--- src/rtl/tcs_pkg.sv ---
package tcs_pkg;

    // Default geometry and register offsets
    localparam int unsigned DEF_BUS_W   = 8;
    localparam int unsigned DEF_ADDR_W  = 6;
    localparam int unsigned DEF_HI_OFS  = 'h0E;
    localparam int unsigned DEF_LO_OFS  = 'h0F;
    localparam int unsigned DEF_CTL_OFS = 'h10;
    localparam int unsigned DEF_CLR_BIT = 0;

    // Which register a bus access targets
    typedef enum logic [1:0] {
        SEL_NONE   = 2'd0,
        SEL_CNT_HI = 2'd1,
        SEL_CNT_LO = 2'd2,
        SEL_CTL    = 2'd3
    } tcs_sel_e;

    // Decoded bus access
    typedef struct packed {
        logic     rd;
        logic     wr;
        tcs_sel_e sel;
    } tcs_req_t;

    // Map a zero-extended offset onto a register select
    function automatic tcs_sel_e tcs_match(
        input logic [15:0] ofs,
        input logic [15:0] hi_ofs,
        input logic [15:0] lo_ofs,
        input logic [15:0] ctl_ofs
    );
        tcs_sel_e s;
        if (ofs == hi_ofs)       s = SEL_CNT_HI;
        else if (ofs == lo_ofs)  s = SEL_CNT_LO;
        else if (ofs == ctl_ofs) s = SEL_CTL;
        else                     s = SEL_NONE;
        return s;
    endfunction

endpackage

--- src/rtl/tcs_decode.sv ---
module tcs_decode
    import tcs_pkg::*;
#(
    parameter int unsigned ADDR_W  = DEF_ADDR_W,
    parameter int unsigned HI_OFS  = DEF_HI_OFS,
    parameter int unsigned LO_OFS  = DEF_LO_OFS,
    parameter int unsigned CTL_OFS = DEF_CTL_OFS
) (
    input  logic              rd_en,
    input  logic              wr_en,
    input  logic [ADDR_W-1:0] addr,
    output tcs_req_t          req
);

    localparam logic [15:0] HI_W  = 16'(HI_OFS);
    localparam logic [15:0] LO_W  = 16'(LO_OFS);
    localparam logic [15:0] CTL_W = 16'(CTL_OFS);

    always_comb begin
        req.rd  = rd_en;
        req.wr  = wr_en;
        req.sel = tcs_match(16'(addr), HI_W, LO_W, CTL_W);
    end

endmodule

--- src/rtl/tcs_counter.sv ---
module tcs_counter #(
    parameter int unsigned CNT_W = 16
) (
    input  logic             clk,
    input  logic             rst,
    input  logic             tick,
    output logic [CNT_W-1:0] count,
    output logic             wrap
);

    localparam logic [CNT_W-1:0] CNT_ONE = CNT_W'(1);
    localparam logic [CNT_W-1:0] CNT_MAX = '1;

    always_ff @(posedge clk) begin
        if (rst)       count <= '0;
        else if (tick) count <= count + CNT_ONE;
    end

    assign wrap = tick && (count == CNT_MAX);

    // one step per tick
    assert_step_R2: assert property (@(posedge clk) disable iff (rst)
        tick |=> count == $past(count) + CNT_ONE);

    // no tick, no movement
    assert_hold_R2: assert property (@(posedge clk) disable iff (rst)
        !tick |=> $stable(count));

    // rollover lands on zero
    assert_wrap_R3: assert property (@(posedge clk) disable iff (rst)
        wrap |=> count == '0);

endmodule

--- src/rtl/tcs_ovf.sv ---
module tcs_ovf (
    input  logic clk,
    input  logic rst,
    input  logic set,
    input  logic clr,
    output logic flag
);

    always_ff @(posedge clk) begin
        if (rst)      flag <= 1'b0;
        else if (set) flag <= 1'b1;
        else if (clr) flag <= 1'b0;
    end

    // rollover raises the flag
    assert_set_R4: assert property (@(posedge clk) disable iff (rst)
        set |=> flag);

    // flag is sticky until cleared
    assert_keep_R4: assert property (@(posedge clk) disable iff (rst)
        (flag && !clr) |=> flag);

    // clear drops the flag when no rollover competes
    assert_clr_R5: assert property (@(posedge clk) disable iff (rst)
        (clr && !set) |=> !flag);

endmodule

--- src/rtl/tcs_rdport.sv ---
module tcs_rdport
    import tcs_pkg::*;
#(
    parameter int unsigned BUS_W = DEF_BUS_W
) (
    input  logic                 clk,
    input  logic                 rst,
    input  tcs_req_t             req,
    input  logic [2*BUS_W-1:0]   count,
    input  logic                 ovf,
    output logic [BUS_W-1:0]     rd_data
);

    localparam int unsigned CNT_W = 2 * BUS_W;

    logic [BUS_W-1:0] cnt_hi;
    logic [BUS_W-1:0] cnt_lo;
    logic             rd_hi;
    logic             rd_lo;
    logic [BUS_W-1:0] snap_q;
    logic             snap_vld_q;

    assign cnt_hi = count[CNT_W-1:BUS_W];
    assign cnt_lo = count[BUS_W-1:0];
    assign rd_hi  = req.rd && (req.sel == SEL_CNT_HI);
    assign rd_lo  = req.rd && (req.sel == SEL_CNT_LO);

    // Low-byte holding register, armed for one cycle by a high-byte read
    always_ff @(posedge clk) begin
        if (rst) begin
            snap_q     <= '0;
            snap_vld_q <= 1'b0;
        end else begin
            snap_vld_q <= rd_hi;
            if (rd_hi) snap_q <= cnt_lo;
        end
    end

    always_comb begin
        rd_data = '0;
        if (req.rd) begin
            unique case (req.sel)
                SEL_CNT_HI: rd_data = cnt_hi;
                SEL_CNT_LO: rd_data = snap_vld_q ? snap_q : cnt_lo;
                SEL_CTL:    rd_data = BUS_W'(ovf);
                default:    rd_data = '0;
            endcase
        end
    end

    // low read right after a high read returns the held byte
    assert_snap_R7: assert property (@(posedge clk) disable iff (rst)
        rd_hi |=> (!rd_lo || rd_data == $past(cnt_lo)));

    // low read without a preceding high read is live
    assert_live_R8: assert property (@(posedge clk) disable iff (rst)
        (rd_lo && !$past(rd_hi)) |-> rd_data == cnt_lo);

endmodule

--- src/rtl/tcs_timer_counter.sv ---
module tcs_timer_counter
    import tcs_pkg::*;
#(
    parameter int unsigned BUS_W   = DEF_BUS_W,
    parameter int unsigned ADDR_W  = DEF_ADDR_W,
    parameter int unsigned HI_OFS  = DEF_HI_OFS,
    parameter int unsigned LO_OFS  = DEF_LO_OFS,
    parameter int unsigned CTL_OFS = DEF_CTL_OFS,
    parameter int unsigned CLR_BIT = DEF_CLR_BIT
) (
    input  logic                 clk,
    input  logic                 rst,
    input  logic                 tick,
    input  logic                 rd_en,
    input  logic                 wr_en,
    input  logic [ADDR_W-1:0]    addr,
    input  logic [BUS_W-1:0]     wr_data,
    output logic [BUS_W-1:0]     rd_data,
    output logic [2*BUS_W-1:0]   count,
    output logic                 ovf
);

    localparam int unsigned CNT_W = 2 * BUS_W;
    localparam logic [ADDR_W-1:0] HI_A  = ADDR_W'(HI_OFS);
    localparam logic [ADDR_W-1:0] LO_A  = ADDR_W'(LO_OFS);
    localparam logic [ADDR_W-1:0] CTL_A = ADDR_W'(CTL_OFS);

    tcs_req_t req;
    logic     wrap;
    logic     ovf_clr;
    logic     unused_wr_bits;

    tcs_decode #(
        .ADDR_W  (ADDR_W),
        .HI_OFS  (HI_OFS),
        .LO_OFS  (LO_OFS),
        .CTL_OFS (CTL_OFS)
    ) u_decode (
        .rd_en (rd_en),
        .wr_en (wr_en),
        .addr  (addr),
        .req   (req)
    );

    tcs_counter #(
        .CNT_W (CNT_W)
    ) u_counter (
        .clk   (clk),
        .rst   (rst),
        .tick  (tick),
        .count (count),
        .wrap  (wrap)
    );

    // Only the control offset accepts writes; counter offsets drop them
    assign ovf_clr        = req.wr && (req.sel == SEL_CTL) && wr_data[CLR_BIT];
    assign unused_wr_bits = ^wr_data;

    tcs_ovf u_ovf (
        .clk  (clk),
        .rst  (rst),
        .set  (wrap),
        .clr  (ovf_clr),
        .flag (ovf)
    );

    tcs_rdport #(
        .BUS_W (BUS_W)
    ) u_rdport (
        .clk     (clk),
        .rst     (rst),
        .req     (req),
        .count   (count),
        .ovf     (ovf),
        .rd_data (rd_data)
    );

    // high-byte read shows the live upper half
    assert_hi_read_R6: assert property (@(posedge clk) disable iff (rst)
        (rd_en && addr == HI_A) |-> rd_data == count[CNT_W-1:BUS_W]);

    // counter offsets ignore writes
    assert_wr_ignored_R9: assert property (@(posedge clk) disable iff (rst)
        (wr_en && (addr == HI_A || addr == LO_A) && !tick) |=> $stable(count));

    // control offset reports the flag in bit 0
    assert_ctl_read_R10: assert property (@(posedge clk) disable iff (rst)
        (rd_en && addr == CTL_A) |-> rd_data == BUS_W'(ovf));

    // quiet bus when not reading
    assert_idle_R11: assert property (@(posedge clk) disable iff (rst)
        !rd_en |-> rd_data == '0);

endmodule

--- config.mk ---
export PLATFORM = sky130hd
export DESIGN_NAME = tcs_timer_counter
export DESIGN_NICKNAME = d
export VERILOG_FILES = /design/src/rtl/tcs_pkg.sv /design/src/rtl/tcs_decode.sv /design/src/rtl/tcs_counter.sv /design/src/rtl/tcs_ovf.sv /design/src/rtl/tcs_rdport.sv /design/src/rtl/tcs_timer_counter.sv
export SDC_FILE = /design/constraint.sdc
export NUM_CORES = 1
export LEC_CHECK = 0
export ABC_CLOCK_PERIOD_IN_PS = 1800
export CORE_MARGIN = 10
export CORE_UTILIZATION = 41
export CTS_CLUSTER_SIZE = 28
export DETAILED_ROUTE_END_ITERATION = 10
export GPL_ROUTABILITY_DRIVEN = 0
export PLACE_DENSITY = 0.75
export SYNTH_ARGS = -nofsm -noshare
export SYNTH_HDL_FRONTEND = slang
export SYNTH_SLANG_ARGS = --single-unit
export TNS_END_PERCENT = 20
--- constraint.sdc ---
create_clock -name clk -period 1.8 [get_ports clk]
set_clock_uncertainty 0.15 [all_clocks]
set_input_delay 0.36 -clock clk [delete_from_list [all_inputs] [get_ports clk]]
set_output_delay 0.36 -clock clk [all_outputs]
set_load 0.05 [all_outputs]
After elaboration in Yosys (flattened, before gate mapping)
Cells that the tools add are included.
Widths: inputs -> output; s select.
Operators by class
  $add $sub $neg: 1
  equal/unequal tests: 7
  muxes and demuxes: 8
  reduce and logical (&&, ||, !) cells: 5
Operators by type and width (count)
  $pmux 8 s3: 1
  $add 16x1->16 const B: 1
  $eq 16x16->1 const B: 1
  $mux 8: 2
  $eq 6x4->1 const B: 2
  $eq 6x5->1 const B: 1
  $mux 2: 3
  $eq 2x2->1 const B: 2
  $logic_and 1x1->1: 4
  $eq 2x1->1 const B: 1
  $mux 1: 2
  $reduce_bool 2->1: 1
Storage, ports and cells
  bits in registers: 26
  bits of input ports: 19
  word-level logic and storage cells: 25

Depth between registers and ports, before layout
Gate-level depths: netlist (run 1).
  word-level depth: 9
  mapped depth: 6
  gate-level depth less buffers: 5

Hierarchy
Synthesis (run 1) repeated with hierarchy kept, for this count alone.
Second synthesis, totals
  cells, all modules: 156
  area total of the unflattened synthesis: 1450.1 sq um
By module, submodules not included
  tcs_counter: instances 1, cells an instance 85, area each 767.0 sq um
  tcs_rdport: instances 1, cells an instance 58, area each 578.1 sq um
  tcs_decode: instances 1, cells an instance 8, area each 57.6 sq um
  tcs_ovf: instances 1, cells an instance 4, area each 38.8 sq um
  tcs_timer_counter: instances 1, cells an instance 1, area each 8.8 sq um

Worst setup path after synthesis (run 1)
Ideal clock, no wire load.
  path kind: in2out
  from: input port addr[2]
  to: output port rd_data[0]
  data arrival time: 1.938 ns
  required time: 1.290 ns
  slack: -0.648 ns
  stages on the path: 4
  path buffers: 0
  cell sequence: or4b_4 -> o21ai_0 -> nand3b_2 -> nor2_1
Between the ends
  cells in the longest elaborated chain, start to end: 7
RTL lines
  from (decl): line tcs_timer_counter.sv:16  | input logic [ADDR_W-1:0] addr,
  $eq 6x5->1: line tcs_pkg.sv:36  | else if (ofs == ctl_ofs) s = SEL_CTL;
  $mux 2: line tcs_pkg.sv:36
  $mux 2: line tcs_pkg.sv:35  | else if (ofs == lo_ofs) s = SEL_CNT_LO;
  $mux 2 (*): line tcs_pkg.sv:34  | if (ofs == hi_ofs) s = SEL_CNT_HI;
  $eq 2x2->1, or another cell as far along: line tcs_rdport.sv:42  | unique case (req.sel)
  $pmux 8 s3 (*): line tcs_rdport.sv:42
  $mux 8 (*): line tcs_rdport.sv:41  | if (req.rd) begin
  to (decl): line tcs_timer_counter.sv:18  | output logic [BUS_W-1:0] rd_data,
Every way passes the cells marked *; elsewhere a longest branch is shown, timed or not.

Final worst setup path (run 1)
  from: register u_rdport.snap_vld_q
  to: output port rd_data[3]
Between the ends
  cells in the longest elaborated chain, start to end: 3
RTL lines
  from (decl): line tcs_rdport.sv:21  | logic snap_vld_q;
  from (signal assigned): line tcs_rdport.sv:34  | snap_vld_q <= rd_hi;
  $mux 8: line tcs_rdport.sv:44  | SEL_CNT_LO: rd_data = snap_vld_q ? snap_q : cnt_lo;
  $pmux 8 s3: line tcs_rdport.sv:42
  $mux 8: line tcs_rdport.sv:41
No other way between the ends.

==> results of run 1 <==
==> power groups by stage <==
stage | clock network (uW) | logic, uW | registers (uW)
2_1_floorplan | 0 | 39.4 | 618
3_3_place_gp | 0 | 144 | 597
3_5_place_dp | 0 | 147 | 597
4_1_cts | 295 | 146 | 585
5_1_grt | 322 | 155 | 586
6_report | 299 | 145 | 585
==> metrics by stage <==
stage          instance area, um^2  cells  hold slack (ns)  total power (uW)
6_report                      2300    253            0.332              1030
5_1_grt                       2300    253            0.361              1060
4_1_cts                       2260    253            0.338              1030
3_5_place_dp                  2220    249            0.335               744
3_3_place_gp                  2220    249            0.320               741
2_1_floorplan                 1430    152            0.308               657
==> layer usage <==
layer  global-route usage  vias to the layer above  wire (um)
met4               0.0511                        0        129
met3               0.0403                       12        281
met2                0.271                       47       2250
met1                0.143                      653       1650
met5                    0                        -          0
li1                     -                      657          -
==> path summary, 6_finish.rpt <==
kind / start / to / slack, ns
worst max-delay path: u_rdport.snap_vld_q / rd_data[3] / -0.51
worst max register to register: u_counter.count[0] / u_counter.count[14] / 0.03
worst min register to register: u_rdport.snap_q[5] / u_rdport.snap_q[5] / 0.36
worst min-delay path: addr[3] / u_ovf.flag / 0.33
==> flip-flops by register name, summed over array words and instances (netlist names) <==
| register | flops |
|---|---|
| u_counter.count | 16 |
| u_ovf.flag | 1 |
| u_rdport.snap_q | 8 |
| u_rdport.snap_vld_q | 1 |
==> cell families (layout without fill, tap and decap cells) <==
family,Yosys count,after routing,share of synthesized area
and+or+nand+nor,68,68,0.271
DFF,26,26,0.385
AOI/OAI and AO/OA,20,20,0.0990
xor gates and xnor gates,11,11,0.0712
adders and majority gates,1,1,0.00925
muxes,16,16,0.125
buffers and inverters,10,67,0.0398
==> Yosys cell counts, drive strengths merged (5+ instances only) <==
library cell,n,area [um^2]
a21oi,5,25.0
a22oi,7,52.6
dfxtp,26,521
mux2,7,78.8
mux2i,9,90.1
nand2,8,30.0
nor2,33,124
nor3,6,30.0
xnor2,8,70.1
==> layout make-up <==
| cell class | instances | share of cell area |
|---|---|---|
| Tap cell | 44 | 0.0239 |
| Clock buffer | 4 | 0.0158 |
| Multi-Input combinational cell | 116 | 0.395 |
| Sequential cell | 26 | 0.226 |
| Timing Repair Buffer | 60 | 0.334 |
| Inverter | 3 | 0.00489 |
==> worst min-delay path, cell delays in order <==
cell,delay (ns)
buf_6,0.07
or4b_4,0.14
o41ai_1,0.09
a21oi_1,0.12
==> repair_timing <==
item | CTS | global route
resized for setup | 22 | 8
setup endpoints to repair | 18 | 13
pin swaps | 6 | 4
==> metrics, run 1 <==
register area share after synthesis 0.385; share of cells above drive strength 1 0.440; maxcap violations 0; combinational share of power 0.141; share of flip-flops with an asynchronous set or reset 0; Residual DRC 0; Syn Inst Count 152; Sequential cell area 520 um^2; CP max stage cell dfxtp_1; PnR worst setup slack -0.509 ns; max-slew violation count 0; first-pass GRT wire length 7.16 mm; setup slack at placement -0.839 ns; Initial Util 0.436; synthesized flop and latch total 26; Worst-Skew Late Latency 0.32 ns; Netlist Area Pre-Place 1350 um^2; nets 230; Die Y 77.4 um; setup TNS -3.79 ns; CTS tree built; via count 1,369; die width 77.4 um; worst endpoint data arrival time 1.80 ns; failing checks negative setup slack; commonest non-fill, non-tap cell in the layout dfxtp_1; Port Buf Inserts 36; WHS Path Cells 4; Critical Path RT 1.29 ns; CP bufs+invs 2; cell count along the critical path 5; LEAKAGE 0.000899 uW; I/O pins 44; Flop pwr share 0.568; Pwr Density 447 nW/um^2; Initial DRC Count 93; initial antenna violation count 0; max incr delay on CP 0.37 ns; Yosys warning count 0; GRT overflow 0; Initial DRT Pass Iterations 4; drt wl/cell 17.0 um; Routed Antenna Nets 0; vias per cell 5.41; syn avg cell area 8.90 um^2; R2R depth 6; fmax 0.433 GHz; CP Cell Sequence buf_4, mux2_2, a22oi_1, nor2_4, buf_12; RSZ-0062 raised after global routing yes; post-synthesis net count 172; Multi-input gate area 910 um^2; status finished, violations left; Worst path top cell family by delay flip-flops; CTS Sinks 26; hold buffers post-CTS 0; critical-path maximum fanout 8; Final Core Density 0.742; Setup crit end kind primary output; Post-Route WL 4.31 mm; # rows 20; share of total power in the clock network 0.291; CTS clk-pin slew, worst paths 0.14 ns; Netlist cell types 31; worst vdd ir 0.469 mV; Setup CP Type register to primary output; Die ar. 6000 um^2; Num CTS Buffers 3; postcts setup bufs 0; ys flop type dfxtp_1; period utilisation layout 1.28; EDFF count, synth 0; number of diodes 0; detailed placer's ending HPWL 3.32 mm; fillcell total 214; Hold WC Path Type primary input to register; most frequent cells in the layout dfxtp_1 (26), nor2_1 (25), buf_4 (25), buf_12 (24), mux2i_1 (9); sw frac 0.244; pin count of the biggest net entering global routing 15; Final setup viols 8; min Tclk post-route 2.31 ns; Area Overhead vs Synth 70.1%; vias in the first global route 1,408; Pint 778 uW; global-route usage over all layers 0.142; htree depth 1; Final Hold Vio Count 0; core area 3100 um^2; Slew headroom 0.743; startpoint types register; Switch Pwr 251 uW; root buf cell clkbuf_4; Tightest Pin Transition 0.386 ns; Longest Clk Path Bufs 2
No activity file was read; power rests on OpenSTA's default activity.
==> run 2: changes to the inputs <==
--- a/config.mk
+++ b/config.mk
@@ -8,6 +8,7 @@
 export ABC_CLOCK_PERIOD_IN_PS = 1800
 export CORE_MARGIN = 10
 export CORE_UTILIZATION = 41
+export CTS_BUF_LIST = sky130_fd_sc_hd__clkbuf_4 sky130_fd_sc_hd__clkbuf_8 sky130_fd_sc_hd__clkbuf_16
 export CTS_CLUSTER_SIZE = 28
 export DETAILED_ROUTE_END_ITERATION = 10
 export GPL_ROUTABILITY_DRIVEN = 0
==> results of run 2 <==
Same layout as run 1: the final DEF is identical, and so are final timing and power.
==> run 3: changes to the inputs <==
--- a/config.mk
+++ b/config.mk
@@ -6,6 +6,7 @@
 export NUM_CORES = 1
 export LEC_CHECK = 0
 export ABC_CLOCK_PERIOD_IN_PS = 1800
+export CAP_MARGIN = 20
 export CORE_MARGIN = 10
 export CORE_UTILIZATION = 41
 export CTS_BUF_LIST = sky130_fd_sc_hd__clkbuf_4 sky130_fd_sc_hd__clkbuf_8 sky130_fd_sc_hd__clkbuf_16
==> results of run 3 <==
Same layout as run 1: the final DEF is identical, and so are final timing and power.
